## config.mk

```make
export PLATFORM = sky130hd
export DESIGN_NAME = flash_cmd_seq
export DESIGN_NICKNAME = d
export VERILOG_FILES = /design/src/rtl/flash_cmd_pkg.sv /design/src/rtl/flash_cmd_ctrl.sv /design/src/rtl/flash_cmd_dp.sv /design/src/rtl/flash_cmd_seq.sv
export SDC_FILE = /design/constraint.sdc
export NUM_CORES = 1
export LEC_CHECK = 0
export BUFFER_PORTS_ARGS = -buffer_cell sky130_fd_sc_hd__buf_2
export CORE_MARGIN = 4
export CORE_UTILIZATION = 50
export DETAILED_ROUTE_END_ITERATION = 10
export HOLD_SLACK_MARGIN = 0.08
export PLACE_DENSITY = 0.82
export SYNTH_ARGS = -nofsm -noshare
export SYNTH_HDL_FRONTEND = slang
export SYNTH_HIERARCHICAL = 1
export SYNTH_SLANG_ARGS = --single-unit
```

## constraint.sdc

```tcl
create_clock -name clk -period 3.5 [get_ports clk]
set_input_delay 0.175 -clock clk [delete_from_list [all_inputs] [get_ports clk]]
set_output_delay 0.175 -clock clk [all_outputs]
set_load 0.1 [all_outputs]
```

## src/rtl/flash_cmd_pkg.sv

```systemverilog
`timescale 1ns/1ps
package flash_cmd_pkg;

  localparam int LOW_ADDR_W = 11;

  localparam logic [LOW_ADDR_W-1:0] ADR_FIRST  = 11'h555;
  localparam logic [LOW_ADDR_W-1:0] ADR_SECOND = 11'h2AA;

  localparam logic [7:0] KEY_FIRST  = 8'hAA;
  localparam logic [7:0] KEY_SECOND = 8'h55;
  localparam logic [7:0] OP_AUTO    = 8'h90;
  localparam logic [7:0] OP_SECURE  = 8'h88;
  localparam logic [7:0] OP_PROGRAM = 8'hA0;
  localparam logic [7:0] OP_RESET   = 8'hF0;
  localparam logic [7:0] OP_LEAVE   = 8'h00;

  typedef enum logic [1:0] {
    MODE_READ = 2'b00,
    MODE_AUTO = 2'b01,
    MODE_SUSP = 2'b10,
    MODE_PROG = 2'b11
  } bank_mode_e;

  typedef enum logic [2:0] {
    SEQ_IDLE,
    SEQ_KEY1,
    SEQ_KEY2,
    SEQ_PROG,
    SEQ_LEAVE
  } seq_state_e;

  typedef struct packed {
    logic enterAuto;
    logic resetCmd;
    logic enterSec;
    logic exitSec;
    logic startProg;
    logic clearTimeout;
  } seq_strobe_t;

endpackage

```

## src/rtl/flash_cmd_ctrl.sv

```systemverilog
`timescale 1ns/1ps
module flash_cmd_ctrl
  import flash_cmd_pkg::*;
#(
  parameter int NUM_BANKS = 4,
  localparam int BANK_W = (NUM_BANKS > 1) ? $clog2(NUM_BANKS) : 1
) (
  input  logic                  clk,
  input  logic                  rst_n,
  input  logic                  wrEn,
  input  logic [LOW_ADDR_W-1:0] lowAddr,
  input  logic [7:0]            cmdByte,
  input  logic [BANK_W-1:0]     cmdBank,
  input  logic [NUM_BANKS-1:0]  eraseActive,
  input  logic [NUM_BANKS-1:0]  autoselMask,
  input  logic                  secMode,
  input  logic                  progRunning,
  input  logic                  progTimedOut,
  output seq_strobe_t           strobe
);

  seq_state_e state, nextState;
  logic [NUM_BANKS-1:0] bankBit;
  logic anyErase;
  logic autoAllowed;
  logic progAllowed;

  assign bankBit     = NUM_BANKS'(1) << cmdBank;
  assign anyErase    = |eraseActive;
  assign autoAllowed = !anyErase && ((autoselMask & bankBit) == '0);
  assign progAllowed = ((eraseActive | autoselMask) & bankBit) == '0;

  always_comb begin
    strobe    = '0;
    nextState = state;
    if (wrEn) begin
      nextState = SEQ_IDLE;
      if (progRunning && !progTimedOut) begin
        nextState = SEQ_IDLE;
      end else if (progTimedOut) begin
        strobe.clearTimeout = (cmdByte == OP_RESET);
      end else if (cmdByte == OP_RESET && state != SEQ_PROG && state != SEQ_LEAVE) begin
        strobe.resetCmd = 1'b1;
      end else begin
        unique case (state)
          SEQ_IDLE: begin
            if (lowAddr == ADR_FIRST && cmdByte == KEY_FIRST) nextState = SEQ_KEY1;
          end
          SEQ_KEY1: begin
            if (lowAddr == ADR_SECOND && cmdByte == KEY_SECOND) nextState = SEQ_KEY2;
          end
          SEQ_KEY2: begin
            if (lowAddr == ADR_FIRST) begin
              if (cmdByte == OP_AUTO) begin
                if (secMode) nextState = SEQ_LEAVE;
                else strobe.enterAuto = autoAllowed;
              end else if (cmdByte == OP_SECURE) begin
                strobe.enterSec = !anyErase;
              end else if (cmdByte == OP_PROGRAM) begin
                nextState = SEQ_PROG;
              end
            end
          end
          SEQ_PROG: begin
            strobe.startProg = progAllowed;
          end
          SEQ_LEAVE: begin
            strobe.exitSec = (cmdByte == OP_LEAVE);
          end
          default: nextState = SEQ_IDLE;
        endcase
      end
    end
  end

  always_ff @(posedge clk or negedge rst_n) begin
    if (!rst_n) state <= SEQ_IDLE;
    else        state <= nextState;
  end

endmodule

```

## src/rtl/flash_cmd_dp.sv

```systemverilog
`timescale 1ns/1ps
module flash_cmd_dp
  import flash_cmd_pkg::*;
#(
  parameter int NUM_BANKS = 4,
  parameter int ADDR_W    = 22,
  parameter int DATA_W    = 16,
  parameter int PROG_LAT  = 8,
  localparam int BANK_W = (NUM_BANKS > 1) ? $clog2(NUM_BANKS) : 1,
  localparam int CNT_W  = (PROG_LAT > 2) ? $clog2(PROG_LAT) : 1
) (
  input  logic                   clk,
  input  logic                   rst_n,
  input  seq_strobe_t            strobe,
  input  logic [BANK_W-1:0]      cmdBank,
  input  logic [ADDR_W-1:0]      addr,
  input  logic [DATA_W-1:0]      wrData,
  input  logic [NUM_BANKS-1:0]   eraseSuspended,
  input  logic                   verifyFail,
  output logic [NUM_BANKS-1:0]   autoselMask,
  output logic                   secMode,
  output logic                   progRunning,
  output logic                   progTimedOut,
  output logic [2*NUM_BANKS-1:0] bankMode,
  output logic [ADDR_W-1:0]      progAddr,
  output logic [DATA_W-1:0]      progData
);

  logic [CNT_W-1:0]  cnt;
  logic [BANK_W-1:0] progBank;

  always_ff @(posedge clk or negedge rst_n) begin
    if (!rst_n) begin
      autoselMask  <= '0;
      secMode      <= 1'b0;
      progRunning  <= 1'b0;
      progTimedOut <= 1'b0;
      cnt          <= '0;
      progBank     <= '0;
      progAddr     <= '0;
      progData     <= '0;
    end else begin
      if (strobe.resetCmd)       autoselMask <= '0;
      else if (strobe.enterAuto) autoselMask[cmdBank] <= 1'b1;

      if (strobe.enterSec)     secMode <= 1'b1;
      else if (strobe.exitSec) secMode <= 1'b0;

      if (strobe.startProg) begin
        progRunning  <= 1'b1;
        progTimedOut <= 1'b0;
        cnt          <= CNT_W'(PROG_LAT - 1);
        progBank     <= cmdBank;
        progAddr     <= addr;
        progData     <= wrData;
      end else if (strobe.clearTimeout) begin
        progRunning  <= 1'b0;
        progTimedOut <= 1'b0;
        progAddr     <= '0;
        progData     <= '0;
      end else if (progRunning && !progTimedOut) begin
        if (cnt == '0) begin
          if (verifyFail) begin
            progTimedOut <= 1'b1;
          end else begin
            progRunning <= 1'b0;
            progAddr    <= '0;
            progData    <= '0;
          end
        end else begin
          cnt <= cnt - 1'b1;
        end
      end
    end
  end

  for (genvar g = 0; g < NUM_BANKS; g++) begin : g_mode
    bank_mode_e m;
    always_comb begin
      if (progRunning && progBank == BANK_W'(g)) m = MODE_PROG;
      else if (autoselMask[g])                   m = MODE_AUTO;
      else if (eraseSuspended[g])                m = MODE_SUSP;
      else                                       m = MODE_READ;
    end
    assign bankMode[2*g +: 2] = m;
  end

endmodule

```

## src/rtl/flash_cmd_seq.sv

```systemverilog
`timescale 1ns/1ps
module flash_cmd_seq
  import flash_cmd_pkg::*;
#(
  parameter int NUM_BANKS = 4,
  parameter int ADDR_W    = 22,
  parameter int DATA_W    = 16,
  parameter int PROG_LAT  = 8
) (
  input  logic                   clk,
  input  logic                   rst_n,
  input  logic                   wrEn,
  input  logic [ADDR_W-1:0]      addr,
  input  logic [DATA_W-1:0]      wrData,
  input  logic [NUM_BANKS-1:0]   eraseActive,
  input  logic [NUM_BANKS-1:0]   eraseSuspended,
  input  logic                   verifyFail,
  output logic [2*NUM_BANKS-1:0] bankMode,
  output logic                   secSel,
  output logic                   ready,
  output logic                   timeoutFlag,
  output logic [ADDR_W-1:0]      progAddr,
  output logic [DATA_W-1:0]      progData
);

  localparam int BANK_W = (NUM_BANKS > 1) ? $clog2(NUM_BANKS) : 1;

  seq_strobe_t           strobe;
  logic [BANK_W-1:0]     cmdBank;
  logic [NUM_BANKS-1:0]  autoselMask;
  logic                  secMode;
  logic                  progRunning;
  logic                  progTimedOut;

  assign cmdBank = addr[ADDR_W-1 -: BANK_W];

  flash_cmd_ctrl #(.NUM_BANKS(NUM_BANKS)) u_ctrl (
    .clk          (clk),
    .rst_n        (rst_n),
    .wrEn         (wrEn),
    .lowAddr      (addr[LOW_ADDR_W-1:0]),
    .cmdByte      (wrData[7:0]),
    .cmdBank      (cmdBank),
    .eraseActive  (eraseActive),
    .autoselMask  (autoselMask),
    .secMode      (secMode),
    .progRunning  (progRunning),
    .progTimedOut (progTimedOut),
    .strobe       (strobe)
  );

  flash_cmd_dp #(
    .NUM_BANKS (NUM_BANKS),
    .ADDR_W    (ADDR_W),
    .DATA_W    (DATA_W),
    .PROG_LAT  (PROG_LAT)
  ) u_dp (
    .clk            (clk),
    .rst_n          (rst_n),
    .strobe         (strobe),
    .cmdBank        (cmdBank),
    .addr           (addr),
    .wrData         (wrData),
    .eraseSuspended (eraseSuspended),
    .verifyFail     (verifyFail),
    .autoselMask    (autoselMask),
    .secMode        (secMode),
    .progRunning    (progRunning),
    .progTimedOut   (progTimedOut),
    .bankMode       (bankMode),
    .progAddr       (progAddr),
    .progData       (progData)
  );

  assign secSel      = secMode;
  assign ready       = !progRunning;
  assign timeoutFlag = progTimedOut;

endmodule

```

### After elaboration in Yosys (flattened, before gate mapping)

Cells that the tools add are included.
Widths: inputs -> output; s select.

| word-level totals | value |
|---|---|
| register bits after elaboration | 53 |
| logic and storage cells | 137 |

| operators by class | value |
|---|---|
| $add $sub $neg | 1 |
| order comparisons | 2 |
| shift operators | 1 |
| bitwise operators | 4 |
| reductions and logical operators | 30 |
| muxes and demuxes | 70 |
| equal/unequal tests | 20 |

Operators with widths:

| kind | count |
|---|---|
| $mux 22 | 5 |
| $mux 16 | 5 |
| $eq 8x8->1 const B | 5 |
| $mux 3 | 11 |
| $mux 2 | 15 |
| $mux 1 | 27 |
| $mux 6 | 2 |
| $eq 11x10->1 const B | 1 |
| $eq 11x11->1 const B | 1 |
| $logic_and 1x1->1 | 11 |
| $pmux 3 s3 | 1 |
| $reduce_and 3->1 | 3 |
| $reduce_bool 3->1 | 3 |
| $and 4x4->4 | 2 |
| $eq 8x7->1 const B | 1 |
| $logic_not 4->1 | 2 |
| $logic_not 8->1 | 1 |
| $mux 4 | 2 |
| $or 4x4->4 | 2 |
| $eq 3x2->1 const B | 2 |
| $logic_not 3->1 | 2 |
| $reduce_bool 2->1 | 3 |
| $mux 5 | 1 |
| $eq 2x2->1 const B | 2 |
| 16 further kinds | 18 |

### Logic depth before layout (Yosys ltp)

Gate-level depths: netlist of the first run.

| logic depth | value |
|---|---|
| depth in word-level cells | 14 |
| depth in mapped cells | 8 |

### Hierarchy

Netlist of the first run, hierarchy kept.

By module, submodules not included:

| module | area each (sq um) | sequential area each (sq um) | times used | cells each |
|---|---|---|---|---|
| flash_cmd_dp | 1,991.9 | 1,251.2 | 1 | 154 |
| flash_cmd_ctrl | 490.5 | 75.1 | 1 | 56 |
| flash_cmd_seq | 3.8 | 0.0 | 1 | 1 |

### Worst setup path before layout of the first run

No wires, ideal clock.

| path | value |
|---|---|
| path kind | reg-to-output |
| start point | register u_dp.autoselMask[1] |
| end point | output port bankMode[3] |
| required time | 3.325 ns |
| buffers on the path | 0 |
| setup slack | 0.828 ns |
| arrival | 2.497 ns |
| stages on the path, launching flop included | 2 |
| cells stage by stage | dfrtp_1 o21ai_0 |

| between the ends | value |
|---|---|
| word-level cells in the longest chain between the ends | 2 |

RTL lines:

| element | RTL line | RTL |
|---|---|---|
| start, declared | flash_cmd_dp.sv:20 | `output logic [NUM_BANKS-1:0] autoselMask,` |
| start signal, assigned | flash_cmd_dp.sv:34 | `autoselMask <= '0;` |
| start signal, assigned | flash_cmd_dp.sv:43 | `if (strobe.resetCmd) autoselMask <= '0;` |
| start signal, assigned by index | flash_cmd_dp.sv:44 | `else if (strobe.enterAuto) autoselMask[cmdBank] <= 1'b1;` |
| $mux 2 | flash_cmd_dp.sv:81 | `else if (autoselMask[g]) m = MODE_AUTO;` |
| $mux 2 | flash_cmd_dp.sv:80 | `if (progRunning && progBank == BANK_W'(g)) m = MODE_PROG;` |
| end, declared | flash_cmd_seq.sv:18 | `output logic [2*NUM_BANKS-1:0] bankMode,` |

No other way between the ends.

==> results of run 1 <==
logic make-up after synthesis:
| kind of cell | after synthesis | synth area share (%) |
|---|---|---|
| compound gates | 59 | 19.7 |
| fa+ha+maj | 2 | 1.01 |
| buf+inv | 26 | 4.88 |
| flops | 53 | 53.3 |
| mux | 6 | 3.52 |
| simple gates | 65 | 17.6 |
cell type report:
| type | instances | area [um^2] | area share [%] |
|---|---|---|---|
| flip-flops and latches | 53 | 1330 | 42.3 |
| multi-input cells | 132 | 1050 | 33.5 |
| repair buffers | 102 | 526 | 16.7 |
| well taps | 67 | 83.8 | 2.67 |
| clock buffers | 5 | 68.8 | 2.19 |
| inverters | 16 | 60.1 | 1.91 |
| clock inverters | 3 | 21.3 | 0.678 |
final timing paths:
kind	end	from
worst max-delay path	u_dp/progBank[0]	u_dp/progRunning
worst min-delay path	u_dp/progData[10]	wrData[10]
worst max register to register	u_dp/progBank[0]	u_dp/progRunning
worst min register to register	u_dp/progAddr[18]	u_dp/progAddr[18]
max in group asynchronous	u_dp/progData[2]	rst_n
min in group asynchronous	u_dp/progBank[1]	rst_n
critical path: cells and delay by family, from the launching register on:
family,cells,cell delay (ns)
and+or+nand+nor,2,0.76
muxes,1,0.39
buffers and inverters,1,0.47
DFF,1,0.50
cell usage after synthesis, types with 3 or more instances:
cell	n	area share [%]
a22o_1	38	13
a31oi_1	6	1.5
clkbuf_1	5	0.75
dfrtp_1	53	53
inv_1	16	2.4
nand2_1	4	0.60
nand3_1	4	0.81
nand4b_1	4	1.4
nor2_1	17	2.6
nor4_1	5	1.3
or4bb_1	3	1.4
registers in the layout (all words and copies together) (netlist names):
name,cells
u_ctrl/state,3
u_dp/progRunning,1
u_dp/progData,16
u_dp/progAddr,22
u_dp/progBank,2
u_dp/progTimedOut,1
u_dp/cnt,3
u_dp/autoselMask,4
u_dp/secMode,1
metal layers:
| layer | share of wire (%) | vias to the layer above | track usage [%] |
|---|---|---|---|
| met1 | 44 | 1034 | 28.0 |
| li1 | - | 1004 | - |
| met5 | 0 | - | 0 |
| met4 | 1.7 | 0 | 6.99 |
| met3 | 6.5 | 10 | 5.05 |
| met2 | 47 | 81 | 31.8 |
placed cells by master, fill, tap and decap left out, types with 3 or more instances in the layout:
cell      Yosys  layout
nor2_1       17      17
buf_2         1      98
a22o_1       38      38
a31oi_1       6       6
nand4b_1      4       4
nor4_1        5       4
inv_1        16      16
or4bb_1       3       3
clkbuf_8      0       5
nand3_1       4       4
dfrtp_1      53      53
nand2_1       4       4
through the flow:
step	hold slack (ns)	utilization (%)	setup slack [ns]	std cells
finish	0.0927	66.0	1.27	378
CTS	0.0828	65.8	1.25	377
global route	0.0826	66.0	1.07	378
detailed placement	0.326	63.7	1.28	368
global placement	0.321	63.7	1.33	368
floorplan	-0.121	-	0.828	211
power groups by stage:
stage          registers, W  logic [W]  clock network [W]
2_1_floorplan       0.00148   0.000316                  0
3_3_place_gp       0.000822    0.00117                  0
3_5_place_dp       0.000820    0.00119                  0
4_1_cts            0.000811    0.00119           0.000352
5_1_grt            0.000828    0.00123           0.000376
6_report           0.000811    0.00118           0.000341
==> impl_metrics.ini, run 1 <==
[outcome]
status = completed

[floorplanning]
core_um2 = 4750
die_h_um = 78.5
dieArea_um2 = 6160
ios = 99
floorplan.initialDensity_pct = 52.3
fp-row-count = 25
die_x_um = 78.5

[setup_path]
crit_chain = or3b_1 -> nor4_2 -> buf_4 -> mux2_2
start_kind = flip-flop
worstPathMaxFanout = 47
r2r_setup_slack_ns = 1.27
cp_slowest_cell = dfrtp_1
slowest_delay_ns = 0.50
worst_ep_arrival_time_ns = 2.43
r2r_cells = 4
crit_type = flip-flop to flip-flop
critPathRequiredTime_ns = 3.70
end_kind = flip-flop

[place]
place_area_um2 = 3030
globalplace.congestion = 0.818
hpwl_um = 4390
portBuffers = 98

[cts]
worstSkewPairLatency_ns = 0.31
cts-resized-gates = 0
cts_tree = built
cts_inserted_buffers = 5
clkTransAtPathRegs_ns = 0.09
postCtsSetupRepairBufs = 0
cts.path.max_buffers = 2
cts_hold_buf = 1
htree_levels = 2
cts_num_sinks = 53
root_buffer = clkbuf_8

[drt]
vias_per_cell = 5.63
drt_iter0_markers = 120
wirelength_um = 6090
drc_errors = 0
first_pass_iters = 4
via_count = 2129
antenna_left = 0
wl_per_cell_um = 16.1

[logic_synthesis]
synth_edf_count = 0
yosys_warnings = 6
synth_cell_types = 50
synth-seq-cells = 53
async_flop_share_pct = 100
synthFlopType = dfrtp_1
syn-num-nets = 263
seq_area_frac_synth_pct = 53.3
syn_area_per_cell_um2 = 11.8
synthCells = 211
synth_area_um2 = 2490

[hold_path]
whs_path_depth = 2
hold_path_class = primary input to flip-flop

[pwr]
power_density_nw_per_um2 = 745
p_total_w = 0.00234
p_int_w = 0.00109
pwr-share-comb_pct = 50.7
p_clk_share_pct = 14.6
netSwitchingFraction_pct = 53.3
seqPwrFrac_pct = 34.7
power_leakage_nw = 1.64
power.switching_w = 0.00124
ir_drop_mv = 0.499

[grt]
grt_pass1_wl_um = 9990
antenna_found_initial = 0
grt_remaining_overflow = 0
grt_max_degree = 54
groute.usage.overall_pct = 20.5
grt_pass1_vias = 2052

[sta]
max_slew.worst_pin.slew_ns = 0.970
fmax_mhz = 449
fin_crit_sh_pct = 63.7
fin_tns_setup_ns = 0
rsz0062_at_grt = no
slew_headroom_pct = 35.2
hold_viol = 0
slew_viol_final = 0
clock_skew_ns = 0.00632
fin_crit_ns = 2.23
finalSetupViolations = 0

[layout]
drive_gt1_share_pct = 40.8
antennaDiodeCount = 0
synthToLayoutAreaGrowth_pct = 26.2
final_nets = 362
post-route-cell-area_um2 = 3140
fillers = 391

[run]
maxCapViolCount = 0
Note: power is estimated with default switching activity, not from simulation.
==> run 2: changes to the inputs <==
CORE_UTILIZATION = 48   (was 50)
PLACE_DENSITY = 0.79   (was 0.82)
clock period = 2.1 ns   (was 3.5 ns; I/O delays follow)
==> run 2 against run 1 <==
Net effect:
- global-route usage rose by 2.3 points
- maximum frequency rose by 9.9%
- flip-flop and latch count did not move
- sequential share of layout area fell by 5.7 points
- first-iteration DRC count rose by 9.2%
- register-to-register slack got worse by 1.2 ns
- total power rose by 76%
- clock-buffer cell count rose by 2
- cell count rose by 12%
- clock skew barely moved
- worst setup slack got worse by 1.2 ns
- die area rose by 3.7%
==> impl_metrics.ini, run 2 (synthesized netlist as in run 1, its figures left out) <==
[outcome]
status = completed

[layout]
antennaDiodeCount = 0
largest_reg_flops = 22
instances_no_fill = 425
drive_gt1_share_pct = 41.9
final_nets = 409
synthToLayoutAreaGrowth_pct = 46.2
largest-register = u_dp/progAddr
layout_commonest_cell = buf_2
utilization_pct = 74.5
post-route-cell-area_um2 = 3630
layout_common_cells = 97 x buf_2, 52 x dfrtp_1, 38 x a22o_1
reg_top3 = u_dp/progAddr (22), u_dp/progData (16), u_dp/autoselMask (4)

[place]
portBuffers = 98
place_area_um2 = 3180
hpwl_um = 5030
dp_cells = 384
globalplace.congestion = 0.891

[setup_path]
worst_ep_arrival_time_ns = 2.27
crit_type = flip-flop to flip-flop
r2r_cells = 5
critPathRequiredTime_ns = 2.34
regToRegStartpoint = u_dp/progTimedOut
rr_endpoint = u_dp/autoselMask[2]
start_kind = flip-flop
worstPathMaxFanout = 4
end_kind = flip-flop
r2r_setup_slack_ns = 0.07

[cts]
cts_num_sinks = 53
htree_levels = 2
cts_inserted_buffers = 5
worstSkewPairLatency_ns = 0.31
cts.path.max_buffers = 2
cts_tree = built
root_buffer = clkbuf_8
clkTransAtPathRegs_ns = 0.09

[run]
maxCapViolCount = 0

[pwr]
ir_drop_mv = 0.949
power_density_nw_per_um2 = 1130
power_leakage_nw = 1.89

[drt]
wirelength_um = 7210
drt_iter0_markers = 131
drc_errors = 0
antenna_left = 0
via_count = 2397
vias_per_cell = 5.64
first_pass_iters = 4
wl_per_cell_um = 17.0

[hold_path]
whs_endpoint = u_dp/progData[3]
hold_path_class = primary input to flip-flop
hp-start = wrData[3]
whs_path_depth = 2

[sta]
slew_viol_final = 0
hold_slack_ns = 0.0826
finalSetupViolations = 0
max_slew.worst_pin.slew_ns = 0.746
fin_crit_sh_pct = 96.6
fin_crit_ns = 2.03
fin_tns_setup_ns = 0
fmax_mhz = 493
clock_skew_ns = 0.00640
hold_viol = 0
slew_headroom_pct = 50.3

[grt]
grt_remaining_overflow = 0
antenna_found_initial = 0
grt_max_degree = 35
groute.usage.overall_pct = 22.7
grt_pass1_vias = 2385
grt_pass1_wl_um = 11400

[floorplanning]
die_h_um = 80.0
dieArea_um2 = 6400
die_x_um = 80.0
ios = 99
core_um2 = 4880
fp-row-count = 25
floorplan.initialDensity_pct = 50.9
-- run 2: cell count changes in the layout (fill, tap and decap cells not counted), sizes merged --
cell / previous run / this run
dlygate4sd3: 2 / 30
clkbuf: 5 / 7
clkinv: 1 / 0
clkinvlp: 1 / 0
buf: 100 / 119
-- run 2: timing repair --
action	in CTS	in global routing
setup buffers	0	3
hold endpoints to repair	62	0
resized for setup	1	5
hold buffers	30	0
pin swaps	0	7
setup endpoints to repair	1	4
-- run 2: worst max path at each step --
stage                                  from                   to  cells after the start
after CTS                   u_ctrl/state[1]  u_dp/autoselMask[2]                      6
after global placement      u_ctrl/state[1]  u_dp/autoselMask[0]                      6
final                     u_dp/progTimedOut  u_dp/autoselMask[2]                      5
after global routing      u_dp/progTimedOut  u_dp/autoselMask[2]                      5
after detailed placement    u_ctrl/state[1]  u_dp/autoselMask[2]                      6
after floorplan           u_dp/progTimedOut    u_dp/progAddr[10]                      7
-- run 2: layer usage --
layer  share of wire [%]  GRT usage [%]  vias up  routed length [um]
met4                 1.4           5.24        0                 104
met1                  41           29.0     1193                2980
li1                    -              -     1090                   -
met5                   0              0        -                   0
met2                  50           38.6      101                3630
met3                 6.8           5.98       13                 492
-- run 2: cell type report --
| type | count | area [um^2] |
|---|---|---|
| Inverter | 16 | 60.1 |
| Sequential cell | 53 | 1330 |
| Fill cell | 349 | 1240 |
| Timing Repair Buffer | 149 | 955 |
| Clock buffer | 7 | 96.3 |
| Multi-Input combinational cell | 132 | 1100 |
| Tap cell | 67 | 83.8 |
| Clock inverter | 1 | 8.76 |
-- run 2: critical path: stages (launching register included) --
cell,delay [ns]
dfrtp_4,0.48
or3b_4,0.41
or4b_4,0.52
nor4_4,0.30
a31oi_1,0.13
nor2_1,0.12
-- run 2: stage by stage --
step	setup slack, ns	power, W
2_1_floorplan	-0.0403	0.00302
3_3_place_gp	0.148	0.00338
3_5_place_dp	0.0319	0.00341
4_1_cts	0.0651	0.00410
5_1_grt	-0.00171	0.00426
6_report	0.0724	0.00411
-- run 2: power breakdown --
| part | switching, W | internal [W] | total [W] | leakage, nW |
|---|---|---|---|---|
| Clock | 0.000347 | 0.000305 | 0.000652 | 0.0549 |
| Sequential | 0.000115 | 0.00122 | 0.00133 | 0.716 |
| Combinational | 0.00167 | 0.000453 | 0.00213 | 1.11 |
